==> src/rtl/blk_admit_pkg.sv <==
package blk_admit_pkg;

    localparam int CW        = 20;
    localparam int NUM_POOLS = 4;

    typedef enum logic [1:0] {
        POOL_BLK = 2'd0,
        POOL_THR = 2'd1,
        POOL_REG = 2'd2,
        POOL_SHM = 2'd3
    } pool_e;

    typedef logic [CW-1:0]                cnt_t;
    typedef logic [NUM_POOLS-1:0][CW-1:0] cost_vec_t;

endpackage

==> src/rtl/blk_admit_cost.sv <==
module blk_admit_cost
    import blk_admit_pkg::*;
#(
    parameter int WARP_LANES        = 32,
    parameter int MAX_REGS          = 255,
    parameter int MAX_BLOCK_THREADS = 1024,
    parameter int TW                = 11,
    parameter int RW                = 9,
    parameter int SW                = 17
) (
    input  logic [TW-1:0] threads_i,
    input  logic [RW-1:0] regs_i,
    input  logic [SW-1:0] shmem_i,
    output cost_vec_t     cost_o,
    output logic          bad_o
);

    localparam int LANE_SHIFT = $clog2(WARP_LANES);

    cnt_t warps_w;

    // round the thread count up to whole warps
    assign warps_w = (CW'(threads_i) + CW'(WARP_LANES - 1)) >> LANE_SHIFT;

    always_comb begin
        cost_o           = '0;
        cost_o[POOL_BLK] = CW'(1);
        cost_o[POOL_THR] = warps_w << LANE_SHIFT;
        cost_o[POOL_REG] = (warps_w * CW'(regs_i)) << LANE_SHIFT;
        cost_o[POOL_SHM] = CW'(shmem_i);
    end

    assign bad_o = (threads_i == '0)
                || (threads_i > TW'(MAX_BLOCK_THREADS))
                || (regs_i > RW'(MAX_REGS));

endmodule

==> src/rtl/blk_admit_pool.sv <==
module blk_admit_pool
    import blk_admit_pkg::*;
(
    input  logic clk_i,
    input  logic rst_ni,
    input  cnt_t limit_i,
    input  logic add_en_i,
    input  cnt_t add_i,
    input  logic sub_en_i,
    input  cnt_t sub_i,
    output logic fits_o,
    output cnt_t used_o
);

    cnt_t used_q;
    cnt_t add_w;
    cnt_t sub_w;

    assign add_w  = add_en_i ? add_i : '0;
    assign sub_w  = sub_en_i ? sub_i : '0;
    assign fits_o = ({1'b0, used_q} + {1'b0, add_i}) <= {1'b0, limit_i};
    assign used_o = used_q;

    always_ff @(posedge clk_i) begin
        if (!rst_ni) begin
            used_q <= '0;
        end else begin
            used_q <= used_q + add_w - sub_w;
        end
    end

endmodule

==> src/rtl/blk_admit_occ.sv <==
module blk_admit_occ
    import blk_admit_pkg::*;
#(
    parameter int WARP_LANES = 32,
    parameter int MAX_WARPS  = 64,
    parameter int WW         = 7,
    parameter int OW         = 8
) (
    input  cnt_t          thr_used_i,
    output logic [WW-1:0] warps_o,
    output logic [OW-1:0] occ_o
);

    localparam int LANE_SHIFT = $clog2(WARP_LANES);
    localparam int SW_        = WW + OW;

    logic [SW_-1:0] scaled;

    assign warps_o = WW'(thr_used_i >> LANE_SHIFT);
    assign scaled  = SW_'(warps_o) << (OW - 1);
    assign occ_o   = OW'(scaled / SW_'(MAX_WARPS));

endmodule

==> src/rtl/blk_admit_ctrl.sv <==
module blk_admit_ctrl
    import blk_admit_pkg::*;
#(
    parameter int WARP_LANES        = 32,
    parameter int MAX_BLOCKS        = 16,
    parameter int MAX_THREADS       = 2048,
    parameter int REG_FILE          = 65536,
    parameter int MAX_REGS          = 255,
    parameter int MAX_BLOCK_THREADS = 1024,
    parameter int SHMEM_BYTES       = 65536,
    parameter int TW                = 11,
    parameter int RW                = 9,
    parameter int SW                = 17,
    parameter int OW                = 8,
    parameter int MAX_WARPS         = MAX_THREADS / WARP_LANES,
    parameter int WW                = $clog2(MAX_WARPS + 1)
) (
    input  logic          clk_i,
    input  logic          rst_ni,
    input  logic          cfg_we_i,
    input  logic [1:0]    cfg_split_i,
    input  logic          req_valid_i,
    input  logic [TW-1:0] req_threads_i,
    input  logic [RW-1:0] req_regs_i,
    input  logic [SW-1:0] req_shmem_i,
    output logic          req_grant_o,
    output logic          req_error_o,
    input  logic          rel_valid_i,
    input  logic [TW-1:0] rel_threads_i,
    input  logic [RW-1:0] rel_regs_i,
    input  logic [SW-1:0] rel_shmem_i,
    output logic [WW-1:0] warps_o,
    output logic [OW-1:0] occupancy_o
);

    localparam int SPLIT_UNIT = SHMEM_BYTES / 4;

    cost_vec_t            req_cost;
    cost_vec_t            rel_cost;
    cost_vec_t            limit_v;
    cost_vec_t            used_v;
    logic                 req_bad;
    logic                 rel_bad;
    logic                 rel_ok;
    logic [NUM_POOLS-1:0] fits_v;
    logic [1:0]           split_q;
    cnt_t                 shm_limit;
    cnt_t                 blk_used_w;
    cnt_t                 thr_used_w;
    cnt_t                 reg_used_w;
    cnt_t                 shm_used_w;

    blk_admit_cost #(
        .WARP_LANES(WARP_LANES), .MAX_REGS(MAX_REGS),
        .MAX_BLOCK_THREADS(MAX_BLOCK_THREADS), .TW(TW), .RW(RW), .SW(SW)
    ) u_req_cost (
        .threads_i(req_threads_i), .regs_i(req_regs_i), .shmem_i(req_shmem_i),
        .cost_o(req_cost), .bad_o(req_bad)
    );

    blk_admit_cost #(
        .WARP_LANES(WARP_LANES), .MAX_REGS(MAX_REGS),
        .MAX_BLOCK_THREADS(MAX_BLOCK_THREADS), .TW(TW), .RW(RW), .SW(SW)
    ) u_rel_cost (
        .threads_i(rel_threads_i), .regs_i(rel_regs_i), .shmem_i(rel_shmem_i),
        .cost_o(rel_cost), .bad_o(rel_bad)
    );

    // shared-memory split register
    always_ff @(posedge clk_i) begin
        if (!rst_ni) begin
            split_q <= 2'd2;
        end else if (cfg_we_i) begin
            split_q <= cfg_split_i;
        end
    end

    always_comb begin
        unique case (split_q)
            2'd0:    shm_limit = CW'(SPLIT_UNIT);
            2'd1:    shm_limit = CW'(2 * SPLIT_UNIT);
            default: shm_limit = CW'(3 * SPLIT_UNIT);
        endcase
    end

    always_comb begin
        limit_v           = '0;
        limit_v[POOL_BLK] = CW'(MAX_BLOCKS);
        limit_v[POOL_THR] = CW'(MAX_THREADS);
        limit_v[POOL_REG] = CW'(REG_FILE);
        limit_v[POOL_SHM] = shm_limit;
    end

    assign req_error_o = req_valid_i && req_bad;
    assign req_grant_o = req_valid_i && !req_bad && (&fits_v);
    assign rel_ok      = rel_valid_i && !rel_bad;

    for (genvar p = 0; p < NUM_POOLS; p++) begin : g_pool
        blk_admit_pool u_pool (
            .clk_i   (clk_i),
            .rst_ni  (rst_ni),
            .limit_i (limit_v[p]),
            .add_en_i(req_grant_o),
            .add_i   (req_cost[p]),
            .sub_en_i(rel_ok),
            .sub_i   (rel_cost[p]),
            .fits_o  (fits_v[p]),
            .used_o  (used_v[p])
        );
    end

    assign blk_used_w = used_v[POOL_BLK];
    assign thr_used_w = used_v[POOL_THR];
    assign reg_used_w = used_v[POOL_REG];
    assign shm_used_w = used_v[POOL_SHM];

    blk_admit_occ #(
        .WARP_LANES(WARP_LANES), .MAX_WARPS(MAX_WARPS), .WW(WW), .OW(OW)
    ) u_occ (
        .thr_used_i(thr_used_w),
        .warps_o   (warps_o),
        .occ_o     (occupancy_o)
    );

endmodule

==> config.mk <==
export PLATFORM = sky130hd
export DESIGN_NAME = blk_admit_ctrl
export DESIGN_NICKNAME = d
export VERILOG_FILES = /design/src/rtl/blk_admit_pkg.sv /design/src/rtl/blk_admit_cost.sv /design/src/rtl/blk_admit_pool.sv /design/src/rtl/blk_admit_occ.sv /design/src/rtl/blk_admit_ctrl.sv
export SDC_FILE = /design/constraint.sdc
export NUM_CORES = 1
export LEC_CHECK = 0
export ABC_AREA = 1
export ABC_CLOCK_PERIOD_IN_PS = 22800
export BUFFER_PORTS_ARGS = -buffer_cell sky130_fd_sc_hd__buf_2
export CORE_MARGIN = 4
export CORE_UTILIZATION = 64
export CTS_BUF_LIST = sky130_fd_sc_hd__clkbuf_4
export DETAILED_ROUTE_END_ITERATION = 7
export PLACE_DENSITY = 0.84
export SETUP_SLACK_MARGIN = 0.02
export SYNTH_ARGS = -nofsm -noshare
export SYNTH_HDL_FRONTEND = slang
export SYNTH_SLANG_ARGS = --single-unit
==> constraint.sdc <==
create_clock -name clk_i -period 22.8 [get_ports clk_i]
set_clock_uncertainty 0.15 [all_clocks]
set_input_delay 3.42 -clock clk_i [delete_from_list [all_inputs] [get_ports clk_i]]
set_output_delay 3.42 -clock clk_i [all_outputs]
set_load 0.03 [all_outputs]
==> Word-level counts from Yosys, hierarchy flattened <==
Index checks and enable logic that the tools add are counted.
{ "word_totals": {"register_bits": 82, "latchBits": 0, "ram_bits": 0, "rom_bits": 0, "input_bits": 81, "wordCells": 53, "memories": 0} }
{ "classes": {"n_addsub": 14, "n_mul": 2, "n_div": 0, "magnitude_cmp": 8, "eq_ne": 1, "shift": 0, "muxes": 9, "n_bitwise": 0, "reduce_logical": 14} }
{ "op_table": {"columns": ["cell", "count"], "rows": [
  ["20-bit adder", 4],
  ["20-bit subtractor", 4],
  ["20-bit two-way mux", 2],
  ["17-bit two-way mux", 2],
  ["16-bit case mux with 2 select lines", 1],
  ["15-bit by 9-bit multiplier with 15-bit output", 2],
  ["11-bit by 5-bit adder with 12-bit output (second input constant)", 2],
  ["12-bit two-way mux", 2],
  ["11-bit greater-than comparator (second input constant)", 2],
  ["11-bit zero test", 2],
  ["20-bit by 1-bit adder with 21-bit output (second input constant)", 1],
  ["20-bit by 12-bit adder with 21-bit output", 1],
  ["20-bit by 17-bit adder with 21-bit output", 1],
  ["20-bit by 20-bit adder with 21-bit output", 1],
  ["21-bit by 12-bit <= comparator with 1-bit output (second input constant)", 1],
  ["21-bit by 16-bit <= comparator with 1-bit output", 1],
  ["21-bit by 17-bit <= comparator with 1-bit output (second input constant)", 1],
  ["21-bit by 5-bit <= comparator with 1-bit output (second input constant)", 1],
  ["9-bit by 8-bit greater-than comparator with 1-bit output (second input constant)", 2],
  ["1-bit logical AND", 4],
  ["1-bit logical OR", 4],
  ["4-bit AND reduction", 1],
  ["2-bit by 1-bit == test with 1-bit output (second input constant)", 1],
  ["1-bit zero test", 2],
  ["2 further kinds", 3]
]} }

==> Depth between registers and ports, before layout <==
Gate-level depths: netlist (run 1).
{ "logic_depth": {"depth_word": 9, "ltp_mapped": 64} }

==> Modules after synthesis <==
From an unflattened synthesis (run 1), not the netlist that was laid out.
{ "hier_totals": {"cells_unflattened": 3454, "hier_area_um2": 21868.5} }
{ "by_module_without_submodules": {"columns": ["module", "n_inst", "cells_each", "area_each_um2", "seq_area_each_um2"], "rows": [
  ["blk_admit_pool at g_pool[2].u_pool ...", 2, 649, 4061.4, 400.4],
  ["blk_admit_pool at g_pool[0].u_pool", 1, 664, 4071.4, 400.4],
  ["blk_admit_pool at g_pool[1].u_pool", 1, 646, 3981.3, 400.4],
  ["blk_admit_cost at u_rel_cost", 1, 407, 2748.9, 0.0],
  ["blk_admit_cost at u_req_cost", 1, 397, 2692.6, 0.0],
  ["blk_admit_ctrl", 1, 26, 135.1, 40.0],
  ["blk_admit_occ", 1, 16, 116.4, 0.0]
]} }

==> Worst setup path before layout (run 1) <==
OpenSTA, ideal clock, no wires.
{ "synth_path": {"kind": "input-to-output", "start": "input port req_threads_i[2]", "end": "output port req_grant_o", "t_arrival_ns": 9.586, "slack_ns": 9.644, "stages": 46, "n_path_buf": 1, "path_cell_list": "nor2_1 > nand2_1 > nor2_1 > inv_1 > nand2_1 > inv_1 > nand2_1 > nor2_1 > inv_1 > nor2_1 > inv_1 > nor2_1 > inv_1 > nand2_1 > nand2_1 > inv_1 > nand2_1 > fa_1 > [... 10 more ...] > nand2_1 > nand2_1 > nand2_1 > a21oi_1 > xnor2_1 > ha_1 > nand3_1 > nand4_1 > nor2_1 > nand4_1 > nor2_1 > nand4_1 > nor2_1 > nand4_1 > nor2_1 > nand2_1 > nor2_4 > buf_6"} }
{ "synth_between": {"elab_chain_cells": 6, "elab_cells_between_ends": 14} }
{ "synth_rtl": {"columns": ["item", "line_no", "text"], "rows": [
  ["start, declared", "blk_admit_ctrl.sv:23", "input logic [TW-1:0] req_threads_i,"],
  ["11-bit by 5-bit adder with 12-bit output (tied with other cells)", "blk_admit_cost.sv:23", "assign warps_w = (CW'(threads_i) + CW'(WARP_LANES - 1)) >> LANE_SHIFT;"],
  ["15-bit by 9-bit multiplier with 15-bit output or 1-bit logical OR (tied branches)", "blk_admit_cost.sv:29, blk_admit_cost.sv:34", null],
  ["20-bit by 20-bit adder with 21-bit output or 1-bit logical OR (tied branches)", "blk_admit_pool.sv:21, blk_admit_cost.sv:35", null],
  ["21-bit by 17-bit <= comparator with 1-bit output or 1-bit zero test (tied branches)", "blk_admit_pool.sv:21, blk_admit_ctrl.sv:95", null],
  ["4-bit AND reduction or 1-bit logical AND (tied branches)", "blk_admit_ctrl.sv:95", "assign req_grant_o = req_valid_i && !req_bad && (&fits_v);"],
  ["1-bit logical AND (*)", "blk_admit_ctrl.sv:95", null],
  ["end, declared", "blk_admit_ctrl.sv:26", "output logic req_grant_o,"]
]} }
Every way passes the cells marked *; elsewhere a longest branch is shown, timed or not.

==> Worst setup path after layout (run 1) <==
Ends and elaborated chain as after synthesis.

==> impl_metrics.py, run 1 <==
metrics = {
    "setup_path": {
        "critPathLaunchType": "primary input",
        "max_stage_delay_ps": 540,
        "cp-end-kind": "output port",
        "crit_arrival_ps": 10970,
        "crit_fanout": 36,
        "worstSetupPathType": "primary input to output port",
        "cp_slowest_cell": "fa_1",
        "worstPathRequired_ps": 19230,
    },
    "route": {
        "drc_errors": 0,
        "num_vias": 14700,
        "firstDrtPassIters": 6,
        "post_drt_wl_per_cell_um": 13.9,
        "final_antenna_net_count": 0,
        "wirelength_um": 37200,
        "first_iter_violations": 999,
        "routed_via_density": 5.48,
    },
    "synthesis": {
        "avgSynthCellArea_um2": 6.33,
        "yosys_warnings": 0,
        "ys_top_cells_by_count": "nand2_1 (564), inv_1 (502), nor2_1 (241)",
        "synthFlopType": "dfxtp_1",
        "synthTopCellsByArea": "ha_1 (18%), fa_1 (15%), nand2_1 (14%), inv_1 (13%), dfxtp_1 (10%)",
        "synth_top_area_share_pct": 17.6,
        "synth_top_area_cell": "ha_1",
        "ys_types": 39,
        "synth_edf_count": 0,
        "synth_most_common_cell": "nand2_1",
        "syn_inst": 2308,
        "synth_seq_area_share_pct": 10.4,
        "synth_area_um2": 14600,
        "ys_ff_latch": 76,
        "ys_async_sr_fraction_pct": 0,
    },
    "die": {
        "die_w_um": 159,
        "die_area_um2": 25300,
        "io_pins": 98,
        "rows": 55,
        "coreArea_um2": 22600,
        "start_util_pct": 64.7,
        "dieHeight_um": 159,
    },
    "clock_tree": {
        "clock_sinks": 76,
        "cts_made_buffers": 9,
        "ctsLongestPathBuffers": 2,
        "cts_tree": "built",
        "cts_resized": 0,
        "clkSlewWorstSetupHoldPaths_ps": 140,
        "clk_latency_ps": 500,
        "post_cts_buffers": 0,
        "cts_hold_buf": 0,
        "root_buffer": "clkbuf_4",
        "htree_levels": 3,
    },
    "timing": {
        "slew_headroom_pct": 39.8,
        "timing.hold.ws_ps": 333,
        "slew_violations": 0,
        "finalSetupViolCount": 0,
        "finalCriticalPeriod_ps": 14540,
        "grt_setup_unrepaired": "false",
        "setup_tns_ps": 0,
        "fin_crit_sh_pct": 63.8,
        "worst_slew_pin_slew_ps": 898,
        "final_hold_viol_count": 0,
        "max_freq_mhz": 68.8,
    },
    "global_routing": {
        "grt_pass1_wl_um": 63500,
        "grt_pass1_vias": 14400,
        "grt_max_degree": 61,
        "track_usage_pct": 29.2,
        "antenna_found_initial": 1,
        "grt_overflow": 0,
    },
    "placed_design": {
        "io_buffer_count": 96,
        "gp_congestion": 0.970,
        "dp_hpwl_um": 31200,
    },
    "cells_and_area": {
        "synthToLayoutAreaGrowth_pct": 5.61,
        "final_nets": 2784,
        "nFillCells": 2064,
        "layout-drive-gt1-share_pct": 5.14,
    },
    "hold_path": {
        "hp-class": "flop to flop",
    },
    "flow_run": {
        "cap_violations": 0,
    },
    "power_and_ir_drop": {
        "power_density_nw_per_um2": 120,
        "max-vdd-ir-drop_mv": 0.0837,
        "leakage_nw": 8.85,
    },
    "run_status": {
        "status": "finished clean",
    },
}
layer usage:
metal / track usage [%] / wire length [um]
met5: 0 / 0
met4: 13.1 / 1560
met3: 3.39 / 2230
met2: 51.0 / 17900
met1: 36.3 / 15500
metrics by stage:
step / utilization (%) / instance area [um2] / setup WS [ps] / power [W] / std cells
3_5_place_dp: 67.7 / 15300 / 8360 / 0.00173 / 2663
4_1_cts: 68.4 / 15400 / 8340 / 0.00184 / 2679
5_1_grt: 68.4 / 15400 / 7590 / 0.00210 / 2680
6_report: 68.4 / 15400 / 8260 / 0.00186 / 2680
2_1_floorplan: - / 14600 / 9640 / 0.00142 / 2309
3_3_place_gp: 67.7 / 15300 / 8670 / 0.00168 / 2663
sequential cells by signal (all words and copies together) (netlist names):
name	flops
g_pool.u_pool.used_o	74
split_q	2
layout make-up:
cell class,count,area [um2],area share (%)
Clock buffer,10,75.1,0.487
Antenna cell,1,2.50,0.0162
Clock inverter,6,73.8,0.478
Timing Repair Buffer,99,503,3.26
Multi-Input combinational cell,1697,11000,71.3
Sequential cell,76,1520,9.86
Inverter,506,1900,12.3
Tap cell,285,357,2.31
final timing paths:
check	start	end	slack [ps]	cells after the start
setup / recovery	req_threads_i[2]	req_grant_o	8260	48
hold / removal	g_pool[1].u_pool.used_o[3]	g_pool[1].u_pool.used_o[3]	330	2
setup reg to reg	g_pool[3].u_pool.used_o[0]	g_pool[2].u_pool.used_o[17]	15820	39
hold reg to reg	g_pool[1].u_pool.used_o[3]	g_pool[1].u_pool.used_o[3]	330	2
cell families (layout without fill, tap and decap cells):
logic type,count (synthesis),after routing,share of synthesized area [%]
and+or+nand+nor,994,994,27.8
buffers and inverters,536,621,14.3
AOI/OAI and AO/OA,352,352,12.9
adders and majority gates,314,314,32.4
DFF,76,76,10.4
xor gates and xnor gates,34,34,2.04
other,2,4,0.0514
critical path: cells and delay by family:
kind,cells,cell delay [ps]
AOI/OAI and AO/OA,5,860
xor gates and xnor gates,1,170
adders and majority gates,6,2660
buffers and inverters,10,1380
and+or+nand+nor,26,2450
cell usage in the layout (no fill, tap or decap), types with 4 or more instances in the layout:
| cell type | instances |
|---|---|
| a21oi_1 | 186 |
| ha_1 | 206 |
| nand2_1 | 564 |
| a21o_1 | 5 |
| clkinv_1 | 4 |
| xnor2_1 | 12 |
| nor3_1 | 16 |
| nand4_1 | 32 |
| inv_1 | 502 |
| clkbuf_4 | 10 |
| nor2_1 | 241 |
| o21bai_1 | 11 |
| nor4_1 | 4 |
| fa_1 | 108 |
| a31oi_1 | 8 |
| o21ai_0 | 115 |
| nand3b_1 | 5 |
| xor2_1 | 22 |
| o21a_1 | 17 |
| dfxtp_1 | 76 |
| nand3_1 | 117 |
| buf_2 | 96 |
power by group:
group          internal (W)  leakage, nW  switching, W   total, W
Clock             0.0000357       0.0747     0.0000609  0.0000966
Sequential         0.000185        0.632     0.0000536   0.000239
Combinational      0.000550         8.14      0.000972    0.00152
(Power assumes the default switching activity.)
==> inputs of run 2 (changes only) <==
Settings changed: ABC_CLOCK_PERIOD_IN_PS 22800 to 14600.
Clock period 22.8 ns to 14.6 ns, I/O delays scaled along.
==> run 2 against run 1 <==
Against the previous run:
- count of clock-buffer cells in the layout down 1
- clock power increased by 71%
- non-clock buffer count decreased by 2
- global-route usage fell by 0.35 points
- routed wire length down 1.8%
- first-iteration DRC count fell by 13%
- combinational power up 56%
- via count fell by 0.80%
- sequential share of layout area is essentially flat
- cell area about the same
- setup slack worse by 6000 ps
==> impl_metrics.py, run 2 (same netlist as run 1, synthesis figures left out) <==
metrics = {
    "run_status": {
        "status": "finished clean",
    },
    "setup_path": {
        "worstPathRequired_ps": 12260,
        "crit_fanout": 36,
        "crit_arrival_ps": 9950,
        "cp_slowest_cell": "nor2_4",
        "max_stage_delay_ps": 730,
        "critPathLaunchType": "primary input",
        "worst-path-buf-inv": 5,
        "worstSetupPathType": "primary input to output port",
        "cpMostUsedCell": "nand2_1",
        "cp-end-kind": "output port",
        "cp_top_family": "simple AND/OR/NAND/NOR gates",
    },
    "cells_and_area": {
        "layout-drive-gt1-share_pct": 5.02,
        "largest_register_ffs": 74,
        "final_nets": 2782,
        "synthToLayoutAreaGrowth_pct": 5.62,
        "final_common_cell": "nand2_1",
        "final_cell_mix": "nand2_1 (564), inv_1 (502), nor2_1 (241), ha_1 (206), a21oi_1 (186)",
        "fin_area_um2": 15400,
        "nFillCells": 2104,
    },
    "die": {
        "rows": 55,
        "start_util_pct": 64.7,
        "die_area_um2": 25300,
        "dieHeight_um": 159,
        "die_w_um": 159,
        "io_pins": 98,
        "coreArea_um2": 22600,
    },
    "placed_design": {
        "io_buffer_count": 96,
        "dp_hpwl_um": 30700,
        "place_area_um2": 15300,
        "gp_congestion": 0.946,
    },
    "power_and_ir_drop": {
        "max-vdd-ir-drop_mv": 0.123,
        "leakage_nw": 8.85,
        "power_density_nw_per_um2": 188,
    },
    "clock_tree": {
        "clock_sinks": 76,
        "cts_resized": 0,
        "post_cts_buffers": 0,
        "cts_made_buffers": 9,
        "htree_levels": 3,
        "ctsLongestPathBuffers": 2,
        "clk_latency_ps": 500,
        "cts_hold_buf": 0,
        "root_buffer": "clkbuf_4",
        "clkSlewWorstSetupHoldPaths_ps": 140,
        "cts_tree": "built",
    },
    "route": {
        "routed_via_density": 5.44,
        "firstDrtPassIters": 7,
        "wirelength_um": 36600,
        "highest_layer": "met4",
        "first_iter_violations": 867,
        "drc_errors": 0,
        "met1_length_um": 16000,
        "post_drt_wl_per_cell_um": 13.7,
        "met3WireLength_um": 1810,
        "wl_met2_um": 17800,
        "num_vias": 14600,
        "final_antenna_net_count": 0,
    },
    "timing": {
        "fin_crit_sh_pct": 84.2,
        "worst_slew_pin_slew_ps": 1090,
        "setup_tns_ps": 0,
        "finalCriticalPeriod_ps": 12290,
        "grt_setup_unrepaired": "false",
        "slew_violations": 0,
        "finalSetupViolCount": 0,
        "max_freq_mhz": 81.3,
        "final_hold_viol_count": 0,
        "slew_headroom_pct": 27.3,
    },
    "global_routing": {
        "grt_pass1_vias": 13700,
        "grt_max_degree": 61,
        "grt_pass1_wl_um": 62400,
        "track_usage_pct": 28.8,
        "grt_overflow": 0,
        "antenna_found_initial": 1,
    },
    "hold_path": {
        "hp-class": "flop to flop",
    },
    "flow_run": {
        "cap_violations": 0,
    },
}
-- run 2: cell type report --
cell class | instances | area, um2 | area share, %
multi-input cells | 1697 | 11000 | 71.3
flip-flops and latches | 76 | 1520 | 9.86
repair buffers | 97 | 488 | 3.16
clock buffers | 9 | 67.6 | 0.438
well taps | 285 | 357 | 2.31
inverters | 506 | 1900 | 12.3
clock inverters | 7 | 97.6 | 0.632
diodes | 1 | 2.50 | 0.0162
-- run 2: where the power goes --
part           total [W]  leakage [nW]  switching [W]  internal (W)
logic            0.00237          8.13        0.00151      0.000858
clock network   0.000165        0.0846      0.0000947     0.0000703
registers       0.000375         0.632      0.0000853      0.000289
-- run 2: worst min-delay path: stages (launching register included) --
cell and delay, ps:
dfxtp_1 360, nand2_1 60, inv_1 30
-- run 2: path summary, 6_finish.rpt --
kind,from,to,slack (ps),cells past startpoint
hold / removal,g_pool[2].u_pool.used_o[3],g_pool[2].u_pool.used_o[3],320,2
setup reg to reg,g_pool[3].u_pool.used_o[0],g_pool[1].u_pool.used_o[15],7480,39
hold reg to reg,g_pool[2].u_pool.used_o[3],g_pool[2].u_pool.used_o[3],320,2
setup / recovery,req_threads_i[9],req_grant_o,2310,36
-- run 2: stage by stage --
| stage | hold slack [ps] | util, % | cells | power, W | setup WS (ps) |
|---|---|---|---|---|---|
| final | 325 | 68.4 | 2678 | 0.00291 | 2310 |
| after floorplan | 287 | - | 2309 | 0.00221 | 3870 |
| after global placement | 303 | 67.6 | 2661 | 0.00263 | 2540 |
| after detailed placement | 308 | 67.6 | 2661 | 0.00270 | 2120 |
| after CTS | 327 | 68.4 | 2677 | 0.00288 | 2370 |
| after global routing | 349 | 68.4 | 2678 | 0.00329 | 1400 |
-- run 2: routing by layer --
layer	GRT usage, %	vias up
met2	50.5	402
met4	8.84	0
li1	-	7376
met3	3.31	73
met1	37.5	6723
met5	0	-
